==> config.mk <==
export PLATFORM = sky130hd
export DESIGN_NAME = i2c_resv_slave
export DESIGN_NICKNAME = d
export VERILOG_FILES = /design/src/rtl/i2c_resv_pkg.sv /design/src/rtl/i2c_resv_sync.sv /design/src/rtl/i2c_resv_cmd_decode.sv /design/src/rtl/i2c_resv_rxbuf.sv /design/src/rtl/i2c_resv_slave.sv
export SDC_FILE = /design/constraint.sdc
export NUM_CORES = 1
export LEC_CHECK = 0
export ABC_AREA = 1
export CAP_MARGIN = 5
export CELL_PAD_IN_SITES_DETAIL_PLACEMENT = 1
export CELL_PAD_IN_SITES_GLOBAL_PLACEMENT = 1
export CORE_AREA = 2 2 92 94
export DETAILED_ROUTE_END_ITERATION = 8
export DIE_AREA = 0 0 94 96
export PLACE_DENSITY = 0.8
export RECOVER_POWER = 100
export SLEW_MARGIN = 0
export SYNTH_ARGS = -nofsm -noshare
export SYNTH_HDL_FRONTEND = slang
export SYNTH_SLANG_ARGS = --single-unit
export TNS_END_PERCENT = 20
==> constraint.sdc <==
create_clock -name clk -period 3.5 [get_ports clk]
set_input_delay 1.05 -clock clk [delete_from_list [all_inputs] [get_ports clk]]
set_output_delay 1.05 -clock clk [all_outputs]
set_load 0.02 [all_outputs]
==> src/rtl/i2c_resv_pkg.sv <==
package i2c_resv_pkg;
    localparam int CMD_W = 8;

    typedef enum logic [2:0] {
        ST_IDLE,
        ST_ADDR,
        ST_ADDR_ACK,
        ST_RX,
        ST_RX_ACK,
        ST_TX,
        ST_TX_ACK,
        ST_SKIP
    } eng_state_e;

    // decoded behaviour of one reservation command
    typedef struct packed {
        logic active;    // engine takes part in bus traffic
        logic reserved;  // code outside the legal set
        logic addr_nak;  // answer own address with NAK
        logic data_nak;  // answer data bytes with NAK
        logic dbl_buf;   // two-entry receive buffer
        logic tx_halt;   // stop sending after a master NAK
    } cmd_cfg_t;
endpackage

==> src/rtl/i2c_resv_sync.sv <==
module i2c_resv_sync #(
    parameter int   STAGES  = 2,
    parameter logic RST_VAL = 1'b1
) (
    input  logic clk,
    input  logic rst_n,
    input  logic d_i,
    output logic q_o,
    output logic rise_o,
    output logic fall_o
);
    logic [STAGES-1:0] chain_q;
    logic              prev_q;

    generate
        if (STAGES == 1) begin : g_one
            always_ff @(posedge clk or negedge rst_n) begin
                if (!rst_n) chain_q <= RST_VAL;
                else        chain_q <= d_i;
            end
        end else begin : g_many
            always_ff @(posedge clk or negedge rst_n) begin
                if (!rst_n) chain_q <= {STAGES{RST_VAL}};
                else        chain_q <= {chain_q[STAGES-2:0], d_i};
            end
        end
    endgenerate

    always_ff @(posedge clk or negedge rst_n) begin
        if (!rst_n) prev_q <= RST_VAL;
        else        prev_q <= chain_q[STAGES-1];
    end

    assign q_o    = chain_q[STAGES-1];
    assign rise_o = chain_q[STAGES-1] & ~prev_q;
    assign fall_o = ~chain_q[STAGES-1] & prev_q;
endmodule

==> src/rtl/i2c_resv_cmd_decode.sv <==
module i2c_resv_cmd_decode
    import i2c_resv_pkg::*;
(
    input  logic [CMD_W-1:0] cmd_i,
    output cmd_cfg_t         cfg_o
);
    always_comb begin
        cfg_o = '0;
        if (cmd_i == '0) begin
            cfg_o = '0;
        end else if (cmd_i[7:4] == 4'hA && cmd_i[3:0] <= 4'hB) begin
            cfg_o.active = 1'b1;
            unique case (cmd_i[3:2])
                2'b00: begin
                    cfg_o.addr_nak = cmd_i[0];
                    cfg_o.dbl_buf  = cmd_i[1];
                    cfg_o.tx_halt  = 1'b1;
                end
                2'b01: begin
                    cfg_o.data_nak = cmd_i[0];
                    cfg_o.dbl_buf  = cmd_i[1];
                    cfg_o.tx_halt  = 1'b1;
                end
                default: begin
                    cfg_o.tx_halt  = ~cmd_i[0];
                end
            endcase
        end else begin
            cfg_o.reserved = 1'b1;
        end
    end
endmodule

==> src/rtl/i2c_resv_rxbuf.sv <==
module i2c_resv_rxbuf #(
    parameter int DW    = 8,
    parameter int DEPTH = 2
) (
    input  logic          clk,
    input  logic          rst_n,
    input  logic          dbl_i,
    input  logic          push_i,
    input  logic [DW-1:0] push_data_i,
    input  logic          pop_i,
    output logic          full_o,
    output logic          valid_o,
    output logic [DW-1:0] head_o
);
    localparam int CW = $clog2(DEPTH + 1);

    typedef struct packed {
        logic [DEPTH-1:0][DW-1:0] mem;
        logic [CW-1:0]            cnt;
    } buf_t;

    buf_t          q, d;
    logic [CW-1:0] cap;
    logic [CW-1:0] cnt_mid;

    assign cap = dbl_i ? CW'(DEPTH) : CW'(1);

    always_comb begin
        d       = q;
        cnt_mid = q.cnt;
        if (pop_i && q.cnt != '0) begin
            for (int i = 0; i < DEPTH - 1; i++) begin
                d.mem[i] = q.mem[i+1];
            end
            cnt_mid = q.cnt - 1'b1;
        end
        if (push_i) begin
            for (int i = 0; i < DEPTH; i++) begin
                if (CW'(i) == cnt_mid) d.mem[i] = push_data_i;
            end
            cnt_mid = cnt_mid + 1'b1;
        end
        d.cnt = cnt_mid;
    end

    always_ff @(posedge clk or negedge rst_n) begin
        if (!rst_n) q <= '0;
        else        q <= d;
    end

    assign full_o  = (q.cnt >= cap);
    assign valid_o = (q.cnt != '0);
    assign head_o  = q.mem[0];
endmodule

==> src/rtl/i2c_resv_slave.sv <==
module i2c_resv_slave
    import i2c_resv_pkg::*;
#(
    parameter int ADDR_W      = 7,
    parameter int DW          = 8,
    parameter int SYNC_STAGES = 2,
    parameter int RX_DEPTH    = 2
) (
    input  logic              clk,
    input  logic              rst_n,
    input  logic              cmd_wr_i,
    input  logic [CMD_W-1:0]  cmd_i,
    input  logic [ADDR_W-1:0] own_addr_i,
    input  logic [DW-1:0]     tx_data_i,
    input  logic              scl_i,
    input  logic              sda_i,
    output logic              sda_oe_o,
    output logic [DW-1:0]     rx_data_o,
    output logic              rx_valid_o,
    input  logic              rx_pop_i,
    output logic              addr_hit_o,
    output logic              rw_o,
    output logic              stop_seen_o,
    output logic              nak_seen_o,
    output logic              overrun_o,
    output logic              cmd_err_o
);
    localparam int CNT_W = $clog2(DW + 1);
    localparam logic [CNT_W-1:0] BYTE_END = CNT_W'(DW);

    typedef struct packed {
        eng_state_e       st;
        logic [CMD_W-1:0] cmd;
        logic [DW-1:0]    sh;
        logic [CNT_W-1:0] cnt;
        logic             oe;
        logic             mnak;
        logic             addr_hit;
        logic             rw;
        logic             stop_seen;
        logic             nak_seen;
        logic             overrun;
        logic             cmd_err;
    } eng_t;

    eng_t             q, n;
    logic             scl_s, scl_rise, scl_fall;
    logic             sda_s, sda_rise, sda_fall;
    logic             start_det, stop_det;
    logic [CMD_W-1:0] cmd_eff;
    cmd_cfg_t         cfg;
    logic             eng_active;
    logic             push, buf_full;

    i2c_resv_sync #(.STAGES(SYNC_STAGES), .RST_VAL(1'b1)) u_scl_sync (
        .clk(clk), .rst_n(rst_n), .d_i(scl_i),
        .q_o(scl_s), .rise_o(scl_rise), .fall_o(scl_fall)
    );

    i2c_resv_sync #(.STAGES(SYNC_STAGES), .RST_VAL(1'b1)) u_sda_sync (
        .clk(clk), .rst_n(rst_n), .d_i(sda_i),
        .q_o(sda_s), .rise_o(sda_rise), .fall_o(sda_fall)
    );

    assign start_det = sda_fall & scl_s;
    assign stop_det  = sda_rise & scl_s;

    // a command written this cycle takes effect at once
    assign cmd_eff = cmd_wr_i ? cmd_i : q.cmd;

    i2c_resv_cmd_decode u_dec (
        .cmd_i(cmd_eff),
        .cfg_o(cfg)
    );

    assign eng_active = cfg.active;

    i2c_resv_rxbuf #(.DW(DW), .DEPTH(RX_DEPTH)) u_rxbuf (
        .clk(clk), .rst_n(rst_n),
        .dbl_i(cfg.dbl_buf),
        .push_i(push), .push_data_i(q.sh),
        .pop_i(rx_pop_i),
        .full_o(buf_full), .valid_o(rx_valid_o), .head_o(rx_data_o)
    );

    always_comb begin
        n    = q;
        push = 1'b0;

        if (!cfg.active) begin
            n.st = ST_IDLE;
            n.oe = 1'b0;
        end else if (start_det) begin
            n.st  = ST_ADDR;
            n.cnt = '0;
            n.oe  = 1'b0;
        end else if (stop_det) begin
            n.st        = ST_IDLE;
            n.oe        = 1'b0;
            n.stop_seen = 1'b1;
        end else begin
            unique case (q.st)
                ST_ADDR: begin
                    if (scl_rise) begin
                        n.sh  = {q.sh[DW-2:0], sda_s};
                        n.cnt = q.cnt + 1'b1;
                    end else if (scl_fall && q.cnt == BYTE_END) begin
                        if (q.sh[DW-1 -: ADDR_W] == own_addr_i) begin
                            n.addr_hit = 1'b1;
                            n.rw       = q.sh[0];
                            if (cfg.addr_nak) begin
                                n.st = ST_SKIP;
                            end else begin
                                n.oe = 1'b1;
                                n.st = ST_ADDR_ACK;
                            end
                        end else begin
                            n.st = ST_SKIP;
                        end
                    end
                end
                ST_ADDR_ACK: begin
                    if (scl_fall) begin
                        n.cnt = '0;
                        if (q.rw) begin
                            n.sh = tx_data_i;
                            n.oe = ~tx_data_i[DW-1];
                            n.st = ST_TX;
                        end else begin
                            n.oe = 1'b0;
                            n.st = ST_RX;
                        end
                    end
                end
                ST_RX: begin
                    if (scl_rise) begin
                        n.sh  = {q.sh[DW-2:0], sda_s};
                        n.cnt = q.cnt + 1'b1;
                    end else if (scl_fall && q.cnt == BYTE_END) begin
                        if (!buf_full) begin
                            push = 1'b1;
                            n.oe = ~cfg.data_nak;
                        end else begin
                            n.overrun = 1'b1;
                            n.oe      = 1'b0;
                        end
                        n.st = ST_RX_ACK;
                    end
                end
                ST_RX_ACK: begin
                    if (scl_fall) begin
                        n.oe  = 1'b0;
                        n.cnt = '0;
                        n.st  = ST_RX;
                    end
                end
                ST_TX: begin
                    if (scl_rise) begin
                        n.cnt = q.cnt + 1'b1;
                    end else if (scl_fall) begin
                        if (q.cnt == BYTE_END) begin
                            n.oe = 1'b0;
                            n.st = ST_TX_ACK;
                        end else begin
                            n.sh = {q.sh[DW-2:0], 1'b0};
                            n.oe = ~q.sh[DW-2];
                        end
                    end
                end
                ST_TX_ACK: begin
                    if (scl_rise) begin
                        n.mnak = sda_s;
                    end else if (scl_fall) begin
                        if (q.mnak) n.nak_seen = 1'b1;
                        if (q.mnak && cfg.tx_halt) begin
                            n.oe = 1'b0;
                            n.st = ST_SKIP;
                        end else begin
                            n.sh  = tx_data_i;
                            n.oe  = ~tx_data_i[DW-1];
                            n.cnt = '0;
                            n.st  = ST_TX;
                        end
                    end
                end
                default: begin
                    n.oe = 1'b0;
                end
            endcase
        end

        if (cmd_wr_i) begin
            n.cmd       = cmd_i;
            n.addr_hit  = 1'b0;
            n.stop_seen = 1'b0;
            n.nak_seen  = 1'b0;
            n.overrun   = 1'b0;
            n.cmd_err   = cfg.reserved;
        end
    end

    always_ff @(posedge clk or negedge rst_n) begin
        if (!rst_n) q <= '0;
        else        q <= n;
    end

    assign sda_oe_o    = q.oe;
    assign addr_hit_o  = q.addr_hit;
    assign rw_o        = q.rw;
    assign stop_seen_o = q.stop_seen;
    assign nak_seen_o  = q.nak_seen;
    assign overrun_o   = q.overrun;
    assign cmd_err_o   = q.cmd_err;
endmodule

Word-level counts from Yosys, hierarchy flattened:

Cells that the tools add are included.

* equality and inequality tests: 45
* add/subtract/negate cells: 3
* bitwise operators: 17
* multiplexer cells: 90
* $lt $le $gt $ge: 2
* reduce and logical (&&, ||, !) cells: 33

Operators by type and width (number)
* != test 5 bit (second input constant): 13
* two-way mux 8 bit: 8
* two-way mux 3 bit: 17
* two-way mux 13 bit: 3
* two-way mux 1 bit: 37
* one-hot mux 8 bit (4 select lines): 1
* AND reduction 7 bit: 4
* two-way mux 12 bit: 2
* != test 2 bit (second input constant): 12
* AND reduction 12 bit: 2
* nonzero test 2 bit: 11
* two-way mux 2 bit: 10
* two-way mux 5 bit: 4
* one-hot mux 4 bit (5 select lines): 1
* != test 3 bit (second input constant): 6
* one-hot mux 3 bit (6 select lines): 1
* two-way mux 4 bit: 4
* AND reduction 13 bit: 1
* inverter 1 bit: 11
* AND reduction 10 bit: 1
* equality test 3 bit (second input constant): 3
* != test 9 x 3 -> 1 bit (second input constant): 1
* equality test 4 bit (second input constant): 2
* zero test 8 bit: 1
* 23 further kinds: 34

* output and inout bits: 16
* register bits: 55
* bits of input ports: 29
* logic and storage cells: 209

Longest topological paths before layout:

Gate-level depths: netlist of the first run.

* word-level depth: 16
* mapped depth: 19
* gate-level depth less buffers: 18

By module:

From an unflattened synthesis of the first run, not the netlist that was laid out.

* cells, all modules: 459
* area total of the unflattened synthesis: 3330.7 um2

Modules (own cells, without submodules)
* i2c_resv_slave: seq. area each 775.7 um2, instances 1, area each 1971.9 um2, cells each 286
* i2c_resv_rxbuf: seq. area each 450.4 um2, instances 1, area each 1056.0 um2, cells each 135
* i2c_resv_sync: seq. area each 78.8 um2, instances 2, area each 93.8 um2, cells each 7
* i2c_resv_cmd_decode: seq. area each 0.0 um2, instances 1, area each 115.1 um2, cells each 24

Least setup slack after synthesis of the first run:

Ideal clock, no wire load.

* kind: in2reg
* from: input cmd_wr_i
* to: register u_rxbuf.q, in the netlist u_rxbuf.head_o[6]
* arrival time: 3149 ps
* stages on the path: 17
* setup time: 119 ps
* path slack: 232 ps
* data required time: 3381 ps
* buffers on the path: 3
* cells stage by stage: buf_6 -> nand2_2 -> nand2_4 -> nor2_8 -> nand2_4 -> nor2_8 -> buf_6 -> nand3_1 -> ha_1 -> o21ai_0 -> nand2_1 -> nor2_1 -> nand2_1 -> nor3b_4 -> buf_6 -> nand2_1 -> o21a_1

RTL lines
* from (decl): line i2c_resv_slave.sv:11 `input logic cmd_wr_i,`
* to (signal assigned): line i2c_resv_rxbuf.sv:47 `if (!rst_n) q <= '0;`
* to (signal assigned): line i2c_resv_rxbuf.sv:48 `else q <= d;`
* to (decl): line i2c_resv_rxbuf.sv:22 `buf_t q, d;`

Worst setup path in the final report of the first run:

* from: input cmd_wr_i
* to: register u_rxbuf.q[15] (netlist name)

* elaborated cells on any way between the ends: 22
* classes of those cells: order compare (2); eq/ne (2); mux (13); reduce/logical (5)

RTL lines
* two-way mux 8 bit (*)
* named net cmd_eff[7]: line i2c_resv_slave.sv:50 `logic [CMD_W-1:0] cmd_eff;`
* equality test 4 bit: line i2c_resv_cmd_decode.sv:11 `end else if (cmd_i[7:4] == 4'hA && cmd_i[3:0] <= 4'hB) begin`
* logical AND 1 bit: line i2c_resv_cmd_decode.sv:11
* two-way mux 4 bit: line i2c_resv_cmd_decode.sv:11
* two-way mux 6 bit (*): line i2c_resv_cmd_decode.sv:9 `if (cmd_i == '0) begin`
* two-way mux 2 bit: line i2c_resv_rxbuf.sv:26 `assign cap = dbl_i ? CW'(DEPTH) : CW'(1);`
* >= comparator 2 bit: line i2c_resv_rxbuf.sv:51 `assign full_o = (q.cnt >= cap);`
* two-way mux 1 bit: line i2c_resv_slave.sv:140 `if (!buf_full) begin`
* two-way mux 1 bit: line i2c_resv_slave.sv:139 `end else if (scl_fall && q.cnt == BYTE_END) begin`
* two-way mux 1 bit: line i2c_resv_slave.sv:136 `if (scl_rise) begin`
* two-way mux 1 bit: line i2c_resv_slave.sv:102 `unique case (q.st)`
* two-way mux 1 bit: line i2c_resv_slave.sv:97 `end else if (stop_det) begin`
* two-way mux 1 bit: line i2c_resv_slave.sv:93 `end else if (start_det) begin`
* two-way mux 1 bit (*): line i2c_resv_slave.sv:90 `if (!cfg.active) begin`
* AND reduction 2 bit (no line) (*)

The timed path passes the listed nets; every way through them passes the cells marked *.
A chain may end at the register's enable or synchronous reset.

==> results of run 1 <==
-- how the worst max path moves through the flow --
stage | to | slack (ns) | depth (start not counted)
floorplan | u_rxbuf.head_o[6] | 0.23 | 17
global placement | u_rxbuf.q[13] | -0.13 | 16
detailed placement | u_rxbuf.q[16] | -0.29 | 15
CTS | u_rxbuf.q[12] | 0.05 | 14
global route | u_rxbuf.q[15] | -0.005 | 16
finish | u_rxbuf.q[15] | 0.21 | 15
-- power by group --
group / internal, W / leakage [nW] / total, W / switching (W)
logic: 0.000164 / 1.07 / 0.000404 / 0.000239
clock network: 0.000144 / 0.0408 / 0.000362 / 0.000218
registers: 0.000677 / 0.717 / 0.000708 / 0.0000313
-- registers in the layout (all words and copies together) (netlist names) --
name                flops
q                      24
u_rxbuf.q              10
u_rxbuf.head_o          8
u_scl_sync.chain_q      2
u_sda_sync.chain_q      2
addr_hit_o              1
cmd_err_o               1
nak_seen_o              1
overrun_o               1
rw_o                    1
sda_oe_o                1
stop_seen_o             1
u_scl_sync.prev_q       1
u_sda_sync.prev_q       1
-- cell usage in the layout, fill, tap and decap left out, types with 3 or more instances in the layout --
master           Yosys  routed
nand2_1            106     109
dfrtp_1             49      49
inv_1               38      38
o21ai_0             23      29
nor2_1              27      27
clkdlybuf4s50_1      0      25
nand3_1             22      22
dlygate4sd3_1        0      18
buf_4                9      11
nand2_2             10       8
mux2_2               8       8
o21a_1               8       8
xor2_1               7       7
ha_1                 7       7
o21ai_1             12       6
a21oi_1              6       6
nand2_4              6       5
clkbuf_8             0       5
clkbuf_1             1       5
inv_2                4       4
xnor2_1              4       4
nand3b_1             4       4
nor3_1               3       4
dfstp_2              6       4
nand4_1              3       3
-- through the flow --
| step | hold slack (ns) | worst slack [ns] | area (um^2) |
|---|---|---|---|
| 2_1_floorplan | 0.345 | 0.232 | 3180 |
| 3_3_place_gp | 0.346 | -0.132 | 3780 |
| 3_5_place_dp | 0.353 | -0.289 | 3780 |
| 4_1_cts | 0.368 | 0.0461 | 3880 |
| 5_1_grt | 0.378 | -0.00502 | 3850 |
| 6_report | 0.369 | 0.206 | 3850 |
-- cell families (layout without fill, tap and decap cells) --
group / Yosys count / in the layout
buffers and inverters: 59 / 112
muxes: 8 / 8
xor gates and xnor gates: 11 / 11
AOI/OAI and AO/OA: 54 / 54
DFF: 55 / 55
adders and majority gates: 7 / 7
and+or+nand+nor: 191 / 192
-- per-layer routing --
layer  part of all wire, %  track usage, %  vias up
met1                    44            23.7     1343
li1                      -               -     1330
met4                  0.92            5.07        0
met5                     0               0        -
met3                   2.0            2.74        7
met2                    53            34.6       27
-- layout make-up --
type	instances	area share, %
Clock inverter	3	0.618
Clock buffer	5	1.79
Inverter	42	4.10
Tap cell	105	3.42
Multi-Input combinational cell	272	39.1
Sequential cell	55	36.0
Timing Repair Buffer	62	15.0
==> flow_summary.ini, run 1 <==
[routing]
vias_per_cell = 4.98
route.vias.total = 2707
wl_um = 8020
antenna_left = 0
wl_per_cell_um = 14.8
drcViolationCount = 0
drtPass1Iterations = 4
initialDrtViolationCount = 46

[synth]
ys_top_cells_by_count = nand2_1 (106), dfrtp_1 (49), inv_1 (38), nor2_1 (27), o21ai_0 (23)
async_flop_share_pct = 100
synth_area_leaders = dfrtp_1 (39%), nand2_1 (13%), dfstp_2 (5.0%), inv_1 (4.5%), o21ai_0 (3.6%)
yosysTopAreaCell = dfrtp_1
synth-edff-count = 0
synth_ff_type = dfrtp_1
synth_area_um2 = 3180
ys_seq_elements = 55
synth_top_family_by_area = simple AND/OR/NAND/NOR gates
synth_seq_area_share_pct = 43.6
yosysTopAreaCellShare_pct = 38.6
avgSynthCellArea_um2 = 8.25
yosysMostFrequentCell = nand2_1
synthAdderAreaFrac_pct = 2.76
yosys_warnings = 0
synth-simple-area-share_pct = 29.2
synth_compound_area_share_pct = 9.46
synth.distinct_cells = 36
synth_xor_area_share_pct = 3.03
synth_mux_area_share_pct = 2.84
netlist_instances = 385
synth_nets = 421

[timing]
finalCritPeriodShare_pct = 94.1
period_needed_ns = 3.29
tightest_slew_ns = 1.49
hold_viol_final = 0
max_slew_margin_pct = 0.938
setup_viol = 0
finalSetupTns_ns = 0
fin_skew_ns = 0.0106
max_freq_mhz = 304
slew_violations = 0

[critical_path]
reg2reg_from = u_rxbuf.q[0]
cp.buffers_inverters = 3
endpoint_kind = flop
worstPathArrival_ns = 3.49
required_ns = 3.70
critPathMostFrequentCell = nand2_1
path_cells = clkdlybuf4s50_1 > buf_4 > nand2_1 > nand2_4 > nand2_4 > nor2_8 > nand3_1 > ha_1 > o21ai_1 > nand2_1 > clkbuf_1 > nor3_4 > nand3_2 > nand2_1 > o21ai_0
critPathKind = in2reg
r2r-end = u_rxbuf.head_o[7]
reg2reg_depth = 10
start_kind = input port
cp_max_fo = 9
crit_family = simple AND/OR/NAND/NOR gates
r2r_slack_ns = 1.13
worstSetupStartpoint = cmd_wr_i
critPathSlowestCell = clkdlybuf4s50_1
worst_path_largest_cell_delay_ns = 0.49

[clocking]
clock_sinks = 55
post_cts_resized = 0
cts_buffer_depth = 2
postCtsSetupRepairBufs = 0
h-tree-depth = 2
cts_tree = done
clk_pin_slew_ns = 0.10
root_buffer = clkbuf_8
cts_hold_buf = 0
clock_latency_ns = 0.31
cts_made_buffers = 5

[worst_hold_path]
hold_path_class = reg2reg
min_from = u_scl_sync.chain_q[0]
min_path_cells = 0
min_to = u_scl_sync.chain_q[1]

[die]
die_h_um = 96
coreArea_um2 = 8050
start_util_pct = 39.4
die_w_um = 94
fp-row-count = 33
io_pins = 45
die-area_um2 = 9020

[run_status]
status = finished clean

[global_routing]
grt_use_total_pct = 19.0
gr-total-overflow = 0
grt_max_degree = 30
first_global_vias = 2870
grt_pass1_wl_um = 13400
antenna_found_initial = 0

[power]
p_leak_nw = 1.83
total_power_w = 0.00147
ir_drop_uv = 152
p_per_area_nw_per_um2 = 383

[layout]
drive_gt1_share_pct = 13.7
n_fill_cell = 1015
stdcell_count = 544
area_growth_pct = 21.1
ff_latch_area_um2 = 1380
final_net_count = 474
fin_util_pct = 47.8
multiInputGateArea_um2 = 1500
n_antenna_cell = 0

[placed_design]
gp_congestion = 0.909
dp.cells = 535
place.port_buffers = 44
hpwl_um = 6190

[job]
max_cap_viol_count = 0
Power figures use the tool's default switching activity.
==> run 2: changes to the inputs <==
Settings changed: SLEW_MARGIN 0 to 10, TNS_END_PERCENT 20 to 50.
==> results of run 2 <==
No change in the layout: final DEF, timing and power equal those of run 1.
==> run 3: changes to the inputs <==
Settings changed: CTS_BUF_LIST from default to sky130_fd_sc_hd__clkbuf_8 sky130_fd_sc_hd__clkbuf_16, REMOVE_ABC_BUFFERS from default to 1.
==> run 3 against run 2 <==
Worst hold slack worse by 0.00071 ns. Global-route usage up 0.20 points. Combinational power up 2%. Flip-flop and latch count unchanged. Via count up 1.3%. Power up 1.6%. Critical endpoint is now u_rxbuf.head_o[6]. Highest routed layer unchanged. Setup slack better by 0.053 ns.
==> flow_summary.ini, run 3 (synthesis results as in run 1) <==
[clocking]
clock_sinks = 55
clock_latency_ns = 0.32
cts_buffer_depth = 2
clk_pin_slew_ns = 0.11
cts_tree = done
h-tree-depth = 2
cts_made_buffers = 5
root_buffer = clkbuf_8

[global_routing]
grt_use_total_pct = 19.2
grt_pass1_wl_um = 13600
first_global_vias = 2832
gr-total-overflow = 0
grt_max_degree = 56
antenna_found_initial = 0

[die]
start_util_pct = 39.4
die_h_um = 96
io_pins = 45
die-area_um2 = 9020
die_w_um = 94
fp-row-count = 33
coreArea_um2 = 8050

[routing]
route.vias.total = 2743
vias_per_cell = 5.01
wl_um = 8110
initialDrtViolationCount = 51
drcViolationCount = 0
antenna_left = 0
drtPass1Iterations = 4
wl_per_cell_um = 14.8

[timing]
hold_viol_final = 0
finalSetupTns_ns = 0
tightest_slew_ns = 1.37
rsz0062_at_grt = no
holdWs_ns = 0.369
fin_skew_ns = 0.00892
setup_viol = 0
period_needed_ns = 3.24
finalCritPeriodShare_pct = 92.6
max_freq_mhz = 309
max_slew_margin_pct = 8.71
slew_violations = 0

[layout]
final_cell_mix = nand2_1 (110), dfrtp_1 (49), inv_1 (38)
n_fill_cell = 982
final_net_count = 477
area_growth_pct = 22.1
top_register = q
multiInputGateArea_um2 = 1510
drive_gt1_share_pct = 14.9
layout_commonest_cell = nand2_1
ff_latch_area_um2 = 1380
n_antenna_cell = 0
stdcell_count = 547
fin_util_pct = 48.2
largest_register_ffs = 24

[critical_path]
crit_family = simple AND/OR/NAND/NOR gates
cp.buffers_inverters = 3
required_ns = 3.72
critPathKind = in2reg
critPathSlowestCell = ha_1
endpoint_kind = flop
start_kind = input port
path_cells = clkdlybuf4s25_1 > buf_6 > nand2_2 > nand2_1 > nor2_8 > nand2_4 > nor2_8 > nand3_1 > ha_1 > o21ai_0 > nand2_1 > nor2_2 > nand2_1 > nor3b_4 > buf_12 > nand2_1 > o21a_1
worstPathArrival_ns = 3.46
worst_path_largest_cell_delay_ns = 0.30
cp_max_fo = 16
critPathMostFrequentCell = nand2_1

[placed_design]
dp.cells = 538
place.port_buffers = 44
gp_congestion = 0.823
hpwl_um = 6140

[power]
ir_drop_uv = 133
total_power_w = 0.00150
p_per_area_nw_per_um2 = 386
p_leak_nw = 1.85

[worst_hold_path]
hold_path_class = reg2reg

[run_status]
status = finished clean

[job]
max_cap_viol_count = 0
-- run 3: power by group --
group          switching [W]  internal (W)
Sequential         0.0000303      0.000677
Combinational       0.000238      0.000173
Clock               0.000231      0.000149
-- run 3: worst register-to-register path, cell delays in order, from the launching register on --
cell and delay [ns]:
dfrtp_1 0.39, nand2_2 0.06, nand2_1 0.13, nor2_8 0.16, nand2_4 0.07, nor2_8 0.08
nand3_1 0.10, ha_1 0.30, o21ai_0 0.15, nand2_1 0.10, nor2_2 0.12, nand2_1 0.11
nor3b_4 0.24, buf_12 0.17, nand2_1 0.07, o21a_1 0.11
-- run 3: final timing paths --
kind                                            start  cells after the start                    end  slack, ns
worst max-delay path                         cmd_wr_i                     17      u_rxbuf.head_o[6]       0.26
worst min-delay path            u_sda_sync.chain_q[0]                      0  u_sda_sync.chain_q[1]       0.37
worst max register to register                  q[24]                     15      u_rxbuf.head_o[6]       1.06
worst min register to register  u_sda_sync.chain_q[0]                      0  u_sda_sync.chain_q[1]       0.37
max in group asynchronous                       rst_n                      2               sda_oe_o       1.57
min in group asynchronous                       rst_n                      2      u_rxbuf.head_o[4]       1.12
-- run 3: layer usage --
metal	global-route usage [%]	share of wire, %
met1	25.0	46
met2	34.1	51
met3	2.82	2.2
met4	4.11	0.89
met5	0	0
-- run 3: per-stage QoR --
stage | area [um^2] | worst slack, ns
global route | 3880 | 0.121
floorplan | 3040 | 0.271
global placement | 3780 | -0.208
finish | 3880 | 0.259
CTS | 3890 | 0.00784
detailed placement | 3780 | -0.410
-- run 3: cell type report --
| cell class | instances | share of cell area (%) |
|---|---|---|
| inverters | 42 | 4.07 |
| multi-input cells | 272 | 39.0 |
| clock buffers | 5 | 1.77 |
| well taps | 105 | 3.39 |
| flip-flops and latches | 55 | 35.7 |
| clock inverters | 3 | 0.742 |
| repair buffers | 65 | 15.4 |
-- run 3: repair_timing --
item / CTS / global route
endpoints found under the hold margin: 0 / 0
setup buffers: 0 / 0
setup endpoints to repair: 5 / 16
resized for setup: 1 / 5
hold buffers: 0 / 0
cloned: 0 / 1
pin swaps: 1 / 3
